$ cat src/rtl/lfg_pkg.sv
package lfg_pkg;
  typedef enum logic [1:0] {
    ST_RUN   = 2'd0,
    ST_TRIP  = 2'd1,
    ST_REARM = 2'd2,
    ST_RETRY = 2'd3
  } lfg_state_e;
endpackage

$ cat src/rtl/lfg_settle_mask.sv
module lfg_settle_mask #(
  parameter int unsigned MASK_CYC = 6000
) (
  input  logic clk_i,
  input  logic rst_ni,
  input  logic restart_i,
  output logic active_o
);
  localparam int unsigned CW = $clog2(MASK_CYC + 1);

  logic [CW-1:0] cnt_q;

  always_ff @(posedge clk_i or negedge rst_ni) begin
    if (!rst_ni)                cnt_q <= CW'(MASK_CYC);
    else if (restart_i)         cnt_q <= CW'(MASK_CYC);
    else if (cnt_q != '0)       cnt_q <= cnt_q - 1'b1;
  end

  assign active_o = (cnt_q != '0);

  AST_MASK_AFTER_CHANGE: assert property (@(posedge clk_i) disable iff (!rst_ni)
    restart_i |=> active_o) else $error("mask not open after gate change");
endmodule

$ cat src/rtl/lfg_deglitch.sv
module lfg_deglitch #(
  parameter int unsigned DEGLITCH_CYC = 800
) (
  input  logic clk_i,
  input  logic rst_ni,
  input  logic armed_i,
  input  logic level_i,
  output logic hit_o
);
  localparam int unsigned CW = $clog2(DEGLITCH_CYC + 1);

  logic [CW-1:0] cnt_q;
  logic          run;

  assign run   = armed_i & level_i;
  assign hit_o = run & (cnt_q == CW'(DEGLITCH_CYC - 1));

  always_ff @(posedge clk_i or negedge rst_ni) begin
    if (!rst_ni)      cnt_q <= '0;
    else if (!run)    cnt_q <= '0;
    else if (hit_o)   cnt_q <= '0;
    else              cnt_q <= cnt_q + 1'b1;
  end

  AST_DG_CONSECUTIVE: assert property (@(posedge clk_i) disable iff (!rst_ni)
    (hit_o && DEGLITCH_CYC > 1) |-> $past(armed_i && level_i)) else $error("deglitch broke");
endmodule

$ cat src/rtl/lfg_retry_timer.sv
module lfg_retry_timer #(
  parameter int unsigned RETRY_PERIOD_CYC = 1000000,
  parameter int unsigned RETRY_ON_CYC     = 6800
) (
  input  logic clk_i,
  input  logic rst_ni,
  input  logic start_i,
  input  logic hold_i,
  output logic on_next_o,
  output logic last_o
);
  localparam int unsigned CW      = $clog2(RETRY_PERIOD_CYC);
  localparam int unsigned OFF_CYC = RETRY_PERIOD_CYC - RETRY_ON_CYC;

  logic [CW-1:0] cnt_q, cnt_nxt, cnt_eff;

  assign last_o    = (cnt_q == CW'(RETRY_PERIOD_CYC - 1));
  assign cnt_nxt   = last_o ? '0 : cnt_q + 1'b1;
  assign cnt_eff   = hold_i ? cnt_q : cnt_nxt;
  assign on_next_o = (cnt_eff >= CW'(OFF_CYC));

  always_ff @(posedge clk_i or negedge rst_ni) begin
    if (!rst_ni)       cnt_q <= '0;
    else if (start_i)  cnt_q <= '0;
    else if (!hold_i)  cnt_q <= cnt_nxt;
  end

  AST_RT_HOLD: assert property (@(posedge clk_i) disable iff (!rst_ni)
    (hold_i && !start_i) |=> $stable(cnt_q)) else $error("retry timer moved in lockout");
endmodule

$ cat src/rtl/load_fault_gate_ctrl.sv
module load_fault_gate_ctrl
  import lfg_pkg::*;
#(
  parameter int unsigned MASK_CYC         = 6000,
  parameter int unsigned DEGLITCH_CYC     = 800,
  parameter int unsigned RETRY_PERIOD_CYC = 1000000,
  parameter int unsigned RETRY_ON_CYC     = 6800
) (
  input  logic clk_i,
  input  logic rst_ni,
  input  logic ser_cmd_i,
  input  logic par_cmd_i,
  input  logic lockout_i,
  input  logic retry_mode_i,
  input  logic drain_high_i,
  output logic gate_o,
  output logic fault_o
);
  localparam int unsigned OW = $clog2(RETRY_ON_CYC + 2);

  lfg_state_e state_q, state_d;
  logic gate_q, gate_d;
  logic cmd_w, mask_active, armed, short_det, open_flt;
  logic rt_start, rt_on_next, rt_last, sticky_flt;

  assign cmd_w = ser_cmd_i | par_cmd_i;

  lfg_settle_mask #(.MASK_CYC(MASK_CYC)) u_mask (
    .clk_i, .rst_ni, .restart_i(gate_d != gate_q), .active_o(mask_active)
  );

  assign armed = gate_q & ~mask_active;

  lfg_deglitch #(.DEGLITCH_CYC(DEGLITCH_CYC)) u_dg (
    .clk_i, .rst_ni, .armed_i(armed), .level_i(drain_high_i), .hit_o(short_det)
  );

  lfg_retry_timer #(.RETRY_PERIOD_CYC(RETRY_PERIOD_CYC), .RETRY_ON_CYC(RETRY_ON_CYC)) u_rt (
    .clk_i, .rst_ni, .start_i(rt_start), .hold_i(lockout_i),
    .on_next_o(rt_on_next), .last_o(rt_last)
  );

  always_comb begin
    state_d  = state_q;
    gate_d   = 1'b0;
    rt_start = 1'b0;
    unique case (state_q)
      ST_RUN: begin
        gate_d = cmd_w & ~lockout_i;
        if (short_det) begin
          gate_d   = 1'b0;
          rt_start = 1'b1;
          state_d  = retry_mode_i ? ST_RETRY : ST_TRIP;
        end
      end
      ST_TRIP: if (!cmd_w) state_d = ST_REARM;
      ST_REARM: begin
        gate_d = cmd_w & ~lockout_i;
        if (cmd_w) state_d = ST_RUN;
      end
      ST_RETRY: begin
        if (!cmd_w) begin
          state_d = ST_RUN;
        end else if (short_det) begin
          rt_start = 1'b1;                  // cut pulse, new period
        end else if (rt_last && gate_q) begin
          state_d = ST_RUN;                 // clean pulse: resume
          gate_d  = ~lockout_i;
        end else begin
          gate_d = rt_on_next & ~lockout_i;
        end
      end
      default: state_d = ST_RUN;
    endcase
  end

  always_ff @(posedge clk_i or negedge rst_ni) begin
    if (!rst_ni) begin
      state_q <= ST_RUN;
      gate_q  <= 1'b0;
    end else begin
      state_q <= state_d;
      gate_q  <= gate_d;
    end
  end

  assign open_flt   = ~gate_q & ~mask_active & ~drain_high_i;
  assign sticky_flt = (state_q != ST_RUN);
  assign gate_o     = gate_q;
  assign fault_o    = ~lockout_i & (sticky_flt | open_flt);

  // pulse-width monitor for the retry train
  logic [OW-1:0] on_run_q;
  always_ff @(posedge clk_i or negedge rst_ni) begin
    if (!rst_ni)                                on_run_q <= '0;
    else if (gate_q && state_q == ST_RETRY) begin
      if (on_run_q != OW'(RETRY_ON_CYC + 1))    on_run_q <= on_run_q + 1'b1;
    end else                                    on_run_q <= '0;
  end

  AST_CMD_OFF_GATE: assert property (@(posedge clk_i) disable iff (!rst_ni)
    !cmd_w |=> !gate_o) else $error("gate on without command");
  AST_LOCKOUT_OFF: assert property (@(posedge clk_i) disable iff (!rst_ni)
    lockout_i |=> !gate_o) else $error("gate on in lockout");
  AST_TRIP_CAUSE: assert property (@(posedge clk_i) disable iff (!rst_ni)
    ($fell(gate_q) && $past(state_q) == ST_RUN && $past(cmd_w) && !$past(lockout_i))
      |-> $past(drain_high_i)) else $error("trip without high drain");
  AST_LATCH_HOLD: assert property (@(posedge clk_i) disable iff (!rst_ni)
    (state_q == ST_TRIP) |=> !gate_o) else $error("latched channel turned on");
  AST_PULSE_WIDTH: assert property (@(posedge clk_i) disable iff (!rst_ni)
    (state_q == ST_RETRY) |-> on_run_q <= OW'(RETRY_ON_CYC)) else $error("retry pulse too long");
endmodule

$ cat config.mk
export PLATFORM = sky130hd
export DESIGN_NAME = load_fault_gate_ctrl
export DESIGN_NICKNAME = d
export VERILOG_FILES = /design/src/rtl/lfg_pkg.sv /design/src/rtl/lfg_settle_mask.sv /design/src/rtl/lfg_deglitch.sv /design/src/rtl/lfg_retry_timer.sv /design/src/rtl/load_fault_gate_ctrl.sv
export SDC_FILE = /design/constraint.sdc
export NUM_CORES = 1
export LEC_CHECK = 0
export BUFFER_PORTS_ARGS = -buffer_cell sky130_fd_sc_hd__buf_4
export CAP_MARGIN = 20
export CORE_ASPECT_RATIO = 1.5
export CORE_MARGIN = 2
export CORE_UTILIZATION = 30
export DETAILED_ROUTE_END_ITERATION = 10
export HOLD_SLACK_MARGIN = 0.12
export SLEW_MARGIN = 10
export SYNTH_ARGS = -nofsm -noshare
export SYNTH_HDL_FRONTEND = slang
export SYNTH_SLANG_ARGS = --single-unit
$ cat constraint.sdc
create_clock -name clk_i -period 3.2 [get_ports clk_i]
set_input_delay 0.64 -clock clk_i [delete_from_list [all_inputs] [get_ports clk_i]]
set_output_delay 0.64 -clock clk_i [all_outputs]
set_load 0.05 [all_outputs]
Word level (Yosys, flattened, before mapping)
Cells that the tools add are included.
{ "word_totals": {"ff_bits": 46, "elab_cells": 63, "in_bits": 7} }
{ "classes": {"n_bitwise": 14, "addsub": 3, "n_mux": 23, "n_lt_le_gt_ge": 1, "eq_ne": 11, "reduce_logical": 6} }
{ "op_table": {"columns": ["cell", "n"], "rows": [
  ["2-to-1 mux 20 bit", 3],
  ["2-to-1 mux 13 bit", 2],
  ["adder 20 x 1 -> 20 bit (second input constant)", 1],
  ["== test 20 bit (second input constant)", 1],
  ["greater-or-equal comparator 20 bit (second input constant)", 1],
  ["2-to-1 mux 10 bit", 2],
  ["2-to-1 mux 2 bit", 7],
  ["nonzero test 13 bit", 1],
  ["subtractor 13 x 1 -> 13 bit (second input constant)", 1],
  ["adder 10 x 1 -> 10 bit (second input constant)", 1],
  ["== test 10 bit (second input constant)", 1],
  ["bitwise AND 1 bit", 8],
  ["one-hot mux 2 bit (4 select lines)", 1],
  ["2-to-1 mux 1 bit", 6],
  ["!= test 2 bit (second input constant)", 3],
  ["!= test 3 bit (second input constant)", 2],
  ["AND reduction 5 bit", 1],
  ["== test 2 bit (second input constant)", 2],
  ["inverter 1 bit", 4],
  ["nonzero test 2 bit", 2],
  ["one-hot mux 1 bit (3 select lines)", 1],
  ["== test 2 x 1 -> 1 bit (second input constant)", 1],
  ["zero test 2 bit", 1],
  ["bitwise OR 1 bit", 2],
  ["other kinds (3)", 3]
]} }

Longest topological paths before layout
Gate-level depths: netlist (run 1).
{ "logic_depth": {"depth_word": 11, "mapped_depth": 10, "ltp_nobuf": 9} }

Cells and area by module
From an unflattened synthesis (run 1), not the netlist that was laid out.
{ "hier_totals": {"cells_unflattened": 291, "area_unflattened_um2": 2824.0} }
{ "modules_own_cells": {"columns": ["module", "area_each_um2", "instances", "cells_per_inst"], "rows": [
  ["lfg_retry_timer", 1262.5, 1, 139],
  ["lfg_settle_mask", 725.7, 1, 70],
  ["lfg_deglitch", 510.5, 1, 51],
  ["load_fault_gate_ctrl", 325.3, 1, 31]
]} }

Least setup slack after synthesis (run 1)
Ideal clock, no wire load.
{ "synth_path": {"kind": "register to output", "start": "reg u_mask.cnt_q[0]", "end": "out fault_o", "required_ps": 2560, "path_buffers": 0, "slack_ps": 145, "stages_incl_launch_ff": 8, "arrival_ps": 2415, "cell_sequence": "dfrtp_1 > inv_1 > ha_1 > nor2b_1 > nand4_2 > or2_2 > or3_1 > a21oi_1"} }
{ "synth_via": {"elab_chain_len": 6} }
{ "synth_rtl": {"columns": ["element", "line_no", "source"], "rows": [
  ["from (decl)", "lfg_settle_mask.sv:11", "logic [CW-1:0] cnt_q;"],
  ["from (signal assigned)", "lfg_settle_mask.sv:14", "if (!rst_ni) cnt_q <= CW'(MASK_CYC);"],
  ["from (signal assigned)", "lfg_settle_mask.sv:15", "else if (restart_i) cnt_q <= CW'(MASK_CYC);"],
  ["from (signal assigned)", "lfg_settle_mask.sv:16", "else if (cnt_q != '0) cnt_q <= cnt_q - 1'b1;"],
  ["nonzero test 13 bit", "lfg_settle_mask.sv:19", "assign active_o = (cnt_q != '0);"],
  ["inverter 1 bit", "load_fault_gate_ctrl.sv:87", "assign open_flt = ~gate_q & ~mask_active & ~drain_high_i;"],
  ["bitwise AND 1 bit (2 in series)", "load_fault_gate_ctrl.sv:87", null],
  ["bitwise OR 1 bit", "load_fault_gate_ctrl.sv:90", "assign fault_o = ~lockout_i & (sticky_flt | open_flt);"],
  ["bitwise AND 1 bit", "load_fault_gate_ctrl.sv:90", null],
  ["to (decl)", "load_fault_gate_ctrl.sv:17", "output logic fault_o"]
]} }
No other way between the ends.

Worst setup path after layout (run 1)
Same ends and word-level chain as after synthesis.

==> out/qor.csv, run 1 <==
metric;value;unit
htree depth;2;
Diodes inserted;0;
CP max stage cell;dfrtp_1;
crit share post-route;0.946;
DP HPWL;4.43;mm
Reg2Reg Launch Point;u_rt.cnt_q[0]$_DFF_PN0_;
top-count cell post-synth;nor2_1;
commonest cells in the netlist;nor2_1, dfrtp_1, nand2_1;
post-synthesis register bit count;46;
filler instances;956;
Buf/Inv on CP;2;
synthesized area per cell;9.53;µm²
maxcap violations;0;
Ys Warns;0;
initial antenna violation count;0;
pwr/cell area;503;nW/µm²
sequential-to-total area share from yosys stat;0.407;
kind of critical path;reg2out;
placer congestion estimate;0.893;
routed len/inst;14.2;µm
Final TNS setup;0;ns
Critical Path AT;2.39;ns
Netlist cell types;53;
final worst slack;0.174;ns
R2R cell count;8;
# hold bufs at CTS;0;
Leak;1.27;nW
chip height;123;µm
full die area;10300;µm²
syn nets;313;
Slew Limit Fails;0;
post-CTS setup buffers;0;
DRT iter0 DRCs;131;
total core area;9250;µm²
ys async rst share;1.00;
pre-CTS WS;-0.0501;ns
vias in the first global route;2253;
num ports;9;
Data required, critical path;2.56;ns
top post-synthesis cells by area;dfrtp_1, dfstp_2, xor2_1, nor2_1, xnor2_1;
CP Max Fanout;5;
1st-pass router iterations;4;
Layout Nets;323;
VDD IR max;0.413;mV
final wirelength;6.00;mm
RSZ-0062 raised after global routing;false;
# DRC;0;
Setup-failing EPs final;0;
TritonCTS clock tree;built;
worst-margin pin slew;0.728;ns
global router's overall resource usage;0.122;
Synth Instances;299;
GR Overflow Total;0;
family with the most delay on the worst path;simple AND/OR/NAND/NOR gates;
worst reg2reg setup slack;0.24;ns
FP Rows;43;
first-pass GRT wire length;10.3;mm
clk_lat worst skew;0.29;ns
root buf cell;clkbuf_16;
Max Root-Sink Buffers;2;
worst r2r dst;u_mask.cnt_q[7]$_DFFE_PN0P_;
Worst setup SP type;flop;
vias;2220;
slowest stage delay, CP;0.41;ns
Rel. slew slack;0.515;
outcome;finished, final reports clean;
Die X;83.6;µm
clk slew on worst S/H paths;0.06;ns
clock period minus final worst setup slack;3.03;ns
largest net degree at the start of global routing;47;
number of flops mapped to enable cells by yosys;0;
Detail Route Antenna Nets;0;
Starting Density;0.308;
CTS Sinks;46;
clock buffer count from CTS;5;
CP Capture Type;output port;
Top FF cell, synth;dfrtp_1;
routed vias/inst;5.26;
fmax;0.330;GHz
Area Overhead vs Synth;11.9;%
Final Hold Viols;0;
HP Class;in2async;
worst clock skew;0.00562;ns
IO buf count;8;
layout cells sized above 1;0.171;
Mapped Area;2850;µm²
critical-path cell list;inv_1, ha_2, nor2b_1, nand4_2, or2_2, or3_1, a21oi_2, buf_4;
post-synth top area share;0.343;
leading area contributor after synthesis;dfrtp_1;
cells in the final DEF (no fill, tap or decap), drive strengths merged, types with 3 or more instances in the layout:
cell type and count:
dfrtp 39, o21ai 7, and3 4, buf 14, o31a 7, nand2 22, o31ai 9, mux2i 5
nand2b 5, ha 7, or3 3, nor4 11, dfstp 7, or2 4, nand4 11, nor2 46
nor3 8, nand3 13, clkbuf 7, xor2 20, xnor2 15, inv 10, nor2b 3, a21oi 6
a211oi 3
state kept, by name (all words and copies together) (netlist names):
register and count:
gate_o 1, state_q 2, u_dg.cnt_q 10, u_mask.cnt_q 13, u_rt.cnt_q 20
kinds of logic (layout without fill, tap and decap cells):
family                   Yosys count  after routing  share of synthesized area
buffers and inverters             21             32                     0.0360
XOR/XNOR                          35             35                      0.108
flip-flops                        46             46                      0.407
multiplexers                       5              5                     0.0176
AND/OR/NAND/NOR                  145            145                      0.282
AO/OA/AOI/OAI                     40             40                      0.119
adder cells (fa/ha/maj)            7              7                     0.0307
through the flow:
stage	util	hold WS, ns	cell area [µm²]	instances	total power, W
2_1_floorplan	-	0.344	2850	299	0.00101
3_3_place_gp	0.327	0.476	3030	414	0.00107
3_5_place_dp	0.327	0.484	3030	414	0.00108
4_1_cts	0.343	0.380	3180	422	0.00162
5_1_grt	0.345	0.411	3190	422	0.00170
6_report	0.345	0.344	3190	422	0.00160
layer usage:
| metal | GRT usage | vias to the layer above | part of all wire | wire length [µm] |
|---|---|---|---|---|
| met5 | 0 | - | 0 | 0 |
| met4 | 0.0433 | 0 | 0.017 | 103 |
| met3 | 0.0234 | 8 | 0.026 | 156 |
| met2 | 0.237 | 32 | 0.55 | 3270 |
| met1 | 0.130 | 1088 | 0.41 | 2460 |
| li1 | - | 1092 | - | - |
repair_timing:
action / 4_1_cts / 5_1_grt
gates resized for setup: 0 / 3
endpoints found under the setup margin: 0 / 6
hold endpoints to repair: 0 / 0
layout make-up:
cell class / count / area, µm² / share of cell area
repair buffers: 14 / 105 / 0.0330
clock buffers: 7 / 143 / 0.0447
multi-input cells: 232 / 1600 / 0.501
flip-flops and latches: 46 / 1160 / 0.364
inverters: 10 / 37.5 / 0.0118
clock inverters: 1 / 5.00 / 0.00157
well taps: 112 / 140 / 0.0439
worst max-delay path by stage:
| stage | from | end | slack (ns) | cells past startpoint |
|---|---|---|---|---|
| 6_report | u_mask.cnt_q[0]$_DFFE_PN0P_ | fault_o | 0.17 | 8 |
| 5_1_grt | u_mask.cnt_q[0]$_DFFE_PN0P_ | fault_o | 0.02 | 8 |
| 4_1_cts | u_mask.cnt_q[0]$_DFFE_PN0P_ | fault_o | 0.05 | 8 |
| 3_5_place_dp | lockout_i | u_mask.cnt_q[9]$_DFFE_PN1P_ | -0.05 | 8 |
| 3_3_place_gp | lockout_i | u_mask.cnt_q[0]$_DFFE_PN0P_ | 0.006 | 8 |
| 2_1_floorplan | u_mask.cnt_q[0]$_DFFE_PN0P_ | fault_o | 0.15 | 7 |
power by group:
group / total, W / internal, W / switching [W]
logic: 0.000330 / 0.000138 / 0.000192
clock network: 0.000525 / 0.000310 / 0.000215
registers: 0.000748 / 0.000661 / 0.0000866
total: 0.00160 / 0.00111 / 0.000494
Note: power is estimated with default switching activity, not from simulation.
==> inputs of run 2 (changes only) <==
--- a/config.mk
+++ b/config.mk
@@ -14,2 +14,3 @@
 export HOLD_SLACK_MARGIN = 0.12
+export PLACE_DENSITY = 0.49
 export SLEW_MARGIN = 10
--- a/constraint.sdc
+++ b/constraint.sdc
@@ -3,2 +3,2 @@
 set_output_delay 0.64 -clock clk_i [all_outputs]
-set_load 0.05 [all_outputs]
+set_load 0.02 [all_outputs]
==> run 2 against run 1 <==
  * First-iteration DRC count shrank 47%
  * Clock power fell by 2%
  * Combinational power is essentially flat
  * Cell area shrank 0.35%
  * Sequential cell count is the same
  * Maximum frequency rose by 1.5%
  * Critical path type unchanged
  * Critical endpoint unchanged
==> out/qor.csv, run 2 (same netlist as run 1, synthesis figures left out) <==
metric;value;unit
root buf cell;clkbuf_16;
TritonCTS clock tree;built;
Switch Pwr;0.000502;W
Clock power frac;0.325;
num ports;9;
full die area;10300;µm²
Seq pwr share;0.469;
clock period minus final worst setup slack;2.98;ns
total core area;9250;µm²
pwr/cell area;501;nW/µm²
kind of critical path;reg2out;
Detail Route Antenna Nets;0;
vias;2134;
largest net degree at the start of global routing;47;
worst clock skew;0.00428;ns
placer congestion estimate;0.826;
Final TNS setup;0;ns
Rel. slew slack;0.417;
DP HPWL;4.56;mm
CP Capture Type;output port;
VDD IR max;0.297;mV
crit share post-route;0.932;
htree depth;2;
commonest non-fill, non-tap cell in the layout;nor2_1;
FP Rows;43;
CP Max Fanout;6;
routed vias/inst;5.06;
Slew Limit Fails;0;
GR Overflow Total;0;
Diodes inserted;0;
Critical Path AT;2.34;ns
filler instances;986;
slowest stage delay, CP;0.40;ns
HP Class;in2async;
post-CTS setup buffers;0;
Setup-failing EPs final;0;
global router's overall resource usage;0.128;
first-pass GRT wire length;10.6;mm
1st-pass router iterations;4;
Top reg by flops;u_rt.cnt_q;
Final Hold Viols;0;
vias in the first global route;2182;
Logic pwr share;0.206;
switch share;0.315;
clock buffer count from CTS;5;
initial antenna violation count;0;
Starting Density;0.308;
worst-margin pin slew;0.870;ns
final wirelength;6.03;mm
# DRC;0;
clk_lat worst skew;0.29;ns
IO buf count;8;
routed len/inst;14.3;µm
Worst setup SP type;flop;
fmax;0.335;GHz
most frequent cells in the layout;nor2_1, dfrtp_1, nand2_1;
DRT iter0 DRCs;70;
CTS Sinks;46;
clk slew on worst S/H paths;0.06;ns
Layout Nets;323;
post-layout util;0.343;
RSZ-0062 raised after global routing;false;
maxcap violations;0;
outcome;finished, final reports clean;
Int Pwr;0.00109;W
Regs by FF count;u_rt.cnt_q x20, u_mask.cnt_q x13, u_dg.cnt_q x10;
max reg flops;20;
critical-path cell list;inv_1, ha_1, nor2b_1, nand4_2, or2_4, or3_1, a21oi_1, buf_4;
Die X;83.6;µm
Data required, critical path;2.56;ns
Area Overhead vs Synth;11.6;%
chip height;123;µm
CP max stage cell;dfrtp_1;
total power;0.00159;W
layout cells sized above 1;0.168;
Leak;1.27;nW
Max Root-Sink Buffers;2;
[run 2: layer usage]
metal	wire, µm	GRT usage	part of all wire	vias up
met3	130	0.0227	0.022	9
li1	-	-	-	1084
met5	0	0	0	-
met1	2510	0.145	0.42	1023
met4	112	0.0464	0.019	0
met2	3270	0.241	0.54	18
[run 2: worst paths after layout]
check	startpoint	end	slack [ns]	cells past startpoint
max	u_mask.cnt_q[0]$_DFFE_PN0P_	fault_o	0.22	8
min in group clk_i	u_dg.cnt_q[0]$_DFF_PN0_	u_dg.cnt_q[0]$_DFF_PN0_	0.48	1
min reg2reg	u_dg.cnt_q[0]$_DFF_PN0_	u_dg.cnt_q[0]$_DFF_PN0_	0.48	1
max reg2reg	u_mask.cnt_q[0]$_DFFE_PN0P_	u_mask.cnt_q[11]$_DFFE_PN0P_	0.31	9
max in group asynchronous	rst_ni	u_rt.cnt_q[11]$_DFF_PN0_	2.45	1
min	rst_ni	u_dg.cnt_q[4]$_DFF_PN0_	0.35	1
[run 2: power groups by stage]
stage	logic [W]	clock network [W]	registers [W]
6_report	0.000328	0.000517	0.000747
3_5_place_dp	0.000330	0	0.000757
5_1_grt	0.000381	0.000559	0.000762
2_1_floorplan	0.000265	0	0.000741
3_3_place_gp	0.000324	0	0.000756
4_1_cts	0.000334	0.000537	0.000747
[run 2: what timing repair did]
action,in CTS,in global routing
gates resized for setup,0,1
endpoints found under the setup margin,0,1
hold buffers,0,0
[run 2: area by class of cell]
cell class | count | area (µm²) | share of cell area
inverters | 10 | 37.5 | 0.0118
clock buffers | 5 | 125 | 0.0394
flip-flops and latches | 46 | 1160 | 0.365
multi-input cells | 232 | 1590 | 0.500
repair buffers | 14 | 105 | 0.0331
well taps | 112 | 140 | 0.0441
clock inverters | 3 | 21.3 | 0.00669
[run 2: worst max-delay path: cells and delay by family (launching register included)]
kind | cells | cell delay (ns)
buffers and inverters | 2 | 0.24
AO/OA/AOI/OAI | 1 | 0.15
flip-flops | 1 | 0.40
adder cells (fa/ha/maj) | 1 | 0.24
AND/OR/NAND/NOR | 4 | 1.01
[run 2: metrics by stage]
step	setup slack, ns	cell area [µm²]	hold WS [ns]	std cells
after floorplan	0.503	2850	0.344	299
after global placement	0.134	3030	0.470	414
after detailed placement	0.0923	3030	0.481	414
after CTS	0.116	3180	0.370	422
after global routing	0.0212	3180	0.396	422
final	0.219	3180	0.348	422
==> inputs of run 3 (changes only) <==
Settings changed: SLEW_MARGIN 10 to 20, SYNTH_HIERARCHICAL set to 1.
==> run 3 against run 2 <==
  * Synthesized cell count decreased by 2.7%
  * Register-to-register slack got worse by 0.17 ns
  * First-iteration DRC count increased by 69%
  * Clock power increased by 15%
  * Clock skew increased by 0.00085 ns
  * Cell count increased by 6.6%
  * Cell area increased by 11%
  * Largest power group unchanged
  * Highest routed layer unchanged
==> out/qor.csv, run 3 <==
metric;value;unit
Setup-failing EPs final;0;
# DRC;0;
IO buf count;8;
chip height;123;µm
sequential-to-total area share from yosys stat;0.411;
maxcap violations;0;
initial antenna violation count;0;
DP Area;3250;µm²
crit share post-route;0.957;
routed vias/inst;5.13;
clock period minus final worst setup slack;3.06;ns
number of flops mapped to enable cells by yosys;0;
Slew Limit Fails;0;
Starting Density;0.307;
CP Capture Type;flop;
ys async rst share;1.00;
worst-margin pin slew;0.615;ns
DRT iter0 DRCs;118;
worst clock skew;0.00513;ns
Leak;1.47;nW
full die area;10200;µm²
DP HPWL;4.71;mm
Diodes inserted;0;
Layout Nets;354;
final worst slack;0.138;ns
GR Overflow Total;0;
Max Root-Sink Buffers;2;
routed len/inst;14.5;µm
# hold bufs at CTS;0;
Netlist cell types;60;
CP Max Fanout;10;
clk slew on worst S/H paths;0.07;ns
Final Hold Viols;0;
final instance area;3530;µm²
CTS Sinks;46;
largest net degree at the start of global routing;47;
Regs by FF count;u_rt/cnt_q x20, u_mask/cnt_q x13, u_dg/cnt_q x10;
filler instances;938;
first-pass GRT wire length;11.2;mm
VDD IR max;0.273;mV
fmax;0.327;GHz
kind of critical path;reg2reg;
leading area contributor after synthesis;dfrtp_1;
Ys Warns;6;
root buf cell;clkbuf_16;
clk_lat worst skew;0.28;ns
Hold WS;0.368;ns
FP Rows;43;
global router's overall resource usage;0.134;
commonest cells in the netlist;nor2_1, dfrtp_1, nand2_1;
pre-CTS WS;-0.251;ns
syn nets;308;
Synth Instances;291;
max reg flops;20;
Rel. slew slack;0.590;
vias;2308;
pwr/cell area;622;nW/µm²
Worst setup SP type;flop;
Die X;83.2;µm
top-count cell post-synth;nor2_1;
Top reg by flops;u_rt/cnt_q;
commonest non-fill, non-tap cell in the layout;buf_4;
outcome;finished, final reports clean;
placer congestion estimate;0.802;
Area Overhead vs Synth;24.9;%
Critical Path AT;3.27;ns
Data required, critical path;3.41;ns
HP Class;in2async;
top post-synthesis cells by area;dfrtp_1, dfstp_2, nor2_1, ha_1, xnor2_1;
post-synth top area share;0.346;
vias in the first global route;2339;
most frequent cells in the layout;buf_4, nor2_1, dfrtp_1;
synthesized area per cell;9.70;µm²
post-synthesis register bit count;46;
layout cells sized above 1;0.275;
Mapped Area;2820;µm²
total core area;9200;µm²
num ports;9;
Detail Route Antenna Nets;0;
htree depth;2;
clock buffer count from CTS;5;
Top FF cell, synth;dfrtp_1;
final wirelength;6.55;mm
R2R cell count;12;
1st-pass router iterations;5;
TritonCTS clock tree;built;
[run 3: changes by cell type after synthesis, moves of 4 or more]
cell	previous run	this run
o31ai_2	4	0
nor2_1	46	40
nand4_1	10	3
or2_2	4	0
nand2_1	22	17
o31a_1	7	0
a21oi_1	6	15
or3_1	3	12
buf_2	7	3
nor4_2	4	0
xor2_1	20	12
[run 3: path summary, 6_finish.rpt]
path | start | end | slack (ns)
min in group clk_i | u_dg/cnt_q[0]$_DFF_PN0_ | u_dg/cnt_q[0]$_DFF_PN0_ | 0.50
worst max register to register | u_rt/cnt_q[0]$_DFF_PN0_ | u_mask/cnt_q[8]$_DFFE_PN1P_ | 0.14
worst max-delay path | u_rt/cnt_q[0]$_DFF_PN0_ | u_mask/cnt_q[8]$_DFFE_PN1P_ | 0.14
worst min-delay path | rst_ni | u_rt/cnt_q[3]$_DFF_PN0_ | 0.37
max in group asynchronous | rst_ni | u_rt/cnt_q[7]$_DFF_PN0_ | 2.38
worst min register to register | u_dg/cnt_q[0]$_DFF_PN0_ | u_dg/cnt_q[0]$_DFF_PN0_ | 0.50
[run 3: per-stage QoR]
| step | instances | util | TNS [ns] | total power [W] |
|---|---|---|---|---|
| after floorplan | 291 | - | -0.360 | 0.00129 |
| after global placement | 438 | 0.353 | -1.11 | 0.00155 |
| after detailed placement | 438 | 0.353 | -1.95 | 0.00156 |
| after CTS | 446 | 0.372 | 0 | 0.00217 |
| after global routing | 450 | 0.384 | -0.0752 | 0.00234 |
| final | 450 | 0.384 | 0 | 0.00219 |
[run 3: cell families (layout without fill, tap and decap cells)]
| group | count (synthesis) | count (layout) | share of synthesized area |
|---|---|---|---|
| flip-flops | 46 | 46 | 0.411 |
| AND/OR/NAND/NOR | 142 | 142 | 0.302 |
| XOR/XNOR | 24 | 24 | 0.0744 |
| multiplexers | 7 | 7 | 0.0270 |
| AO/OA/AOI/OAI | 47 | 47 | 0.118 |
| adder cells (fa/ha/maj) | 10 | 10 | 0.0443 |
| buffers and inverters | 15 | 62 | 0.0239 |
[run 3: cell type report]
class | count | area [µm²] | share of cell area
clock buffer | 6 | 129 | 0.0365
clock inverter | 2 | 37.5 | 0.0106
inverter | 9 | 33.8 | 0.00957
multi-input combinational | 230 | 1680 | 0.475
sequential | 46 | 1160 | 0.329
tap | 112 | 140 | 0.0397
timing repair buffer | 45 | 349 | 0.0989
[run 3: timing repair]
action | in CTS | in global routing
pin swaps | 0 | 7
buffers inserted | 0 | 4
resized for setup | 2 | 15
setup endpoints to repair | 7 | 10
gates cloned | 0 | 0
[run 3: critical path, cell delays in order, from the launching register on]
cell and delay (ns):
dfrtp_1 0.43, ha_4 0.21, and3b_2 0.23, nand3_1 0.10, o311ai_0 0.15, or4_1 0.58, a211oi_2 0.20, a211o_1 0.13
a21oi_2 0.07, nor4_4 0.23, xor2_1 0.10, buf_4 0.18, or3_1 0.36
[run 3: metal layers]
| layer | wire [µm] | track usage | vias to the layer above |
|---|---|---|---|
| met3 | 124 | 0.0215 | 10 |
| met2 | 3500 | 0.241 | 23 |
| met5 | 0 | 0 | - |
| li1 | - | - | 1147 |
| met4 | 133 | 0.0441 | 0 |
| met1 | 2790 | 0.162 | 1128 |
[run 3: where the power goes]
part,switching [W],internal (W)
combinational,0.000393,0.000399
clock,0.000227,0.000369
sequential,0.000108,0.000698
total,0.000729,0.00147
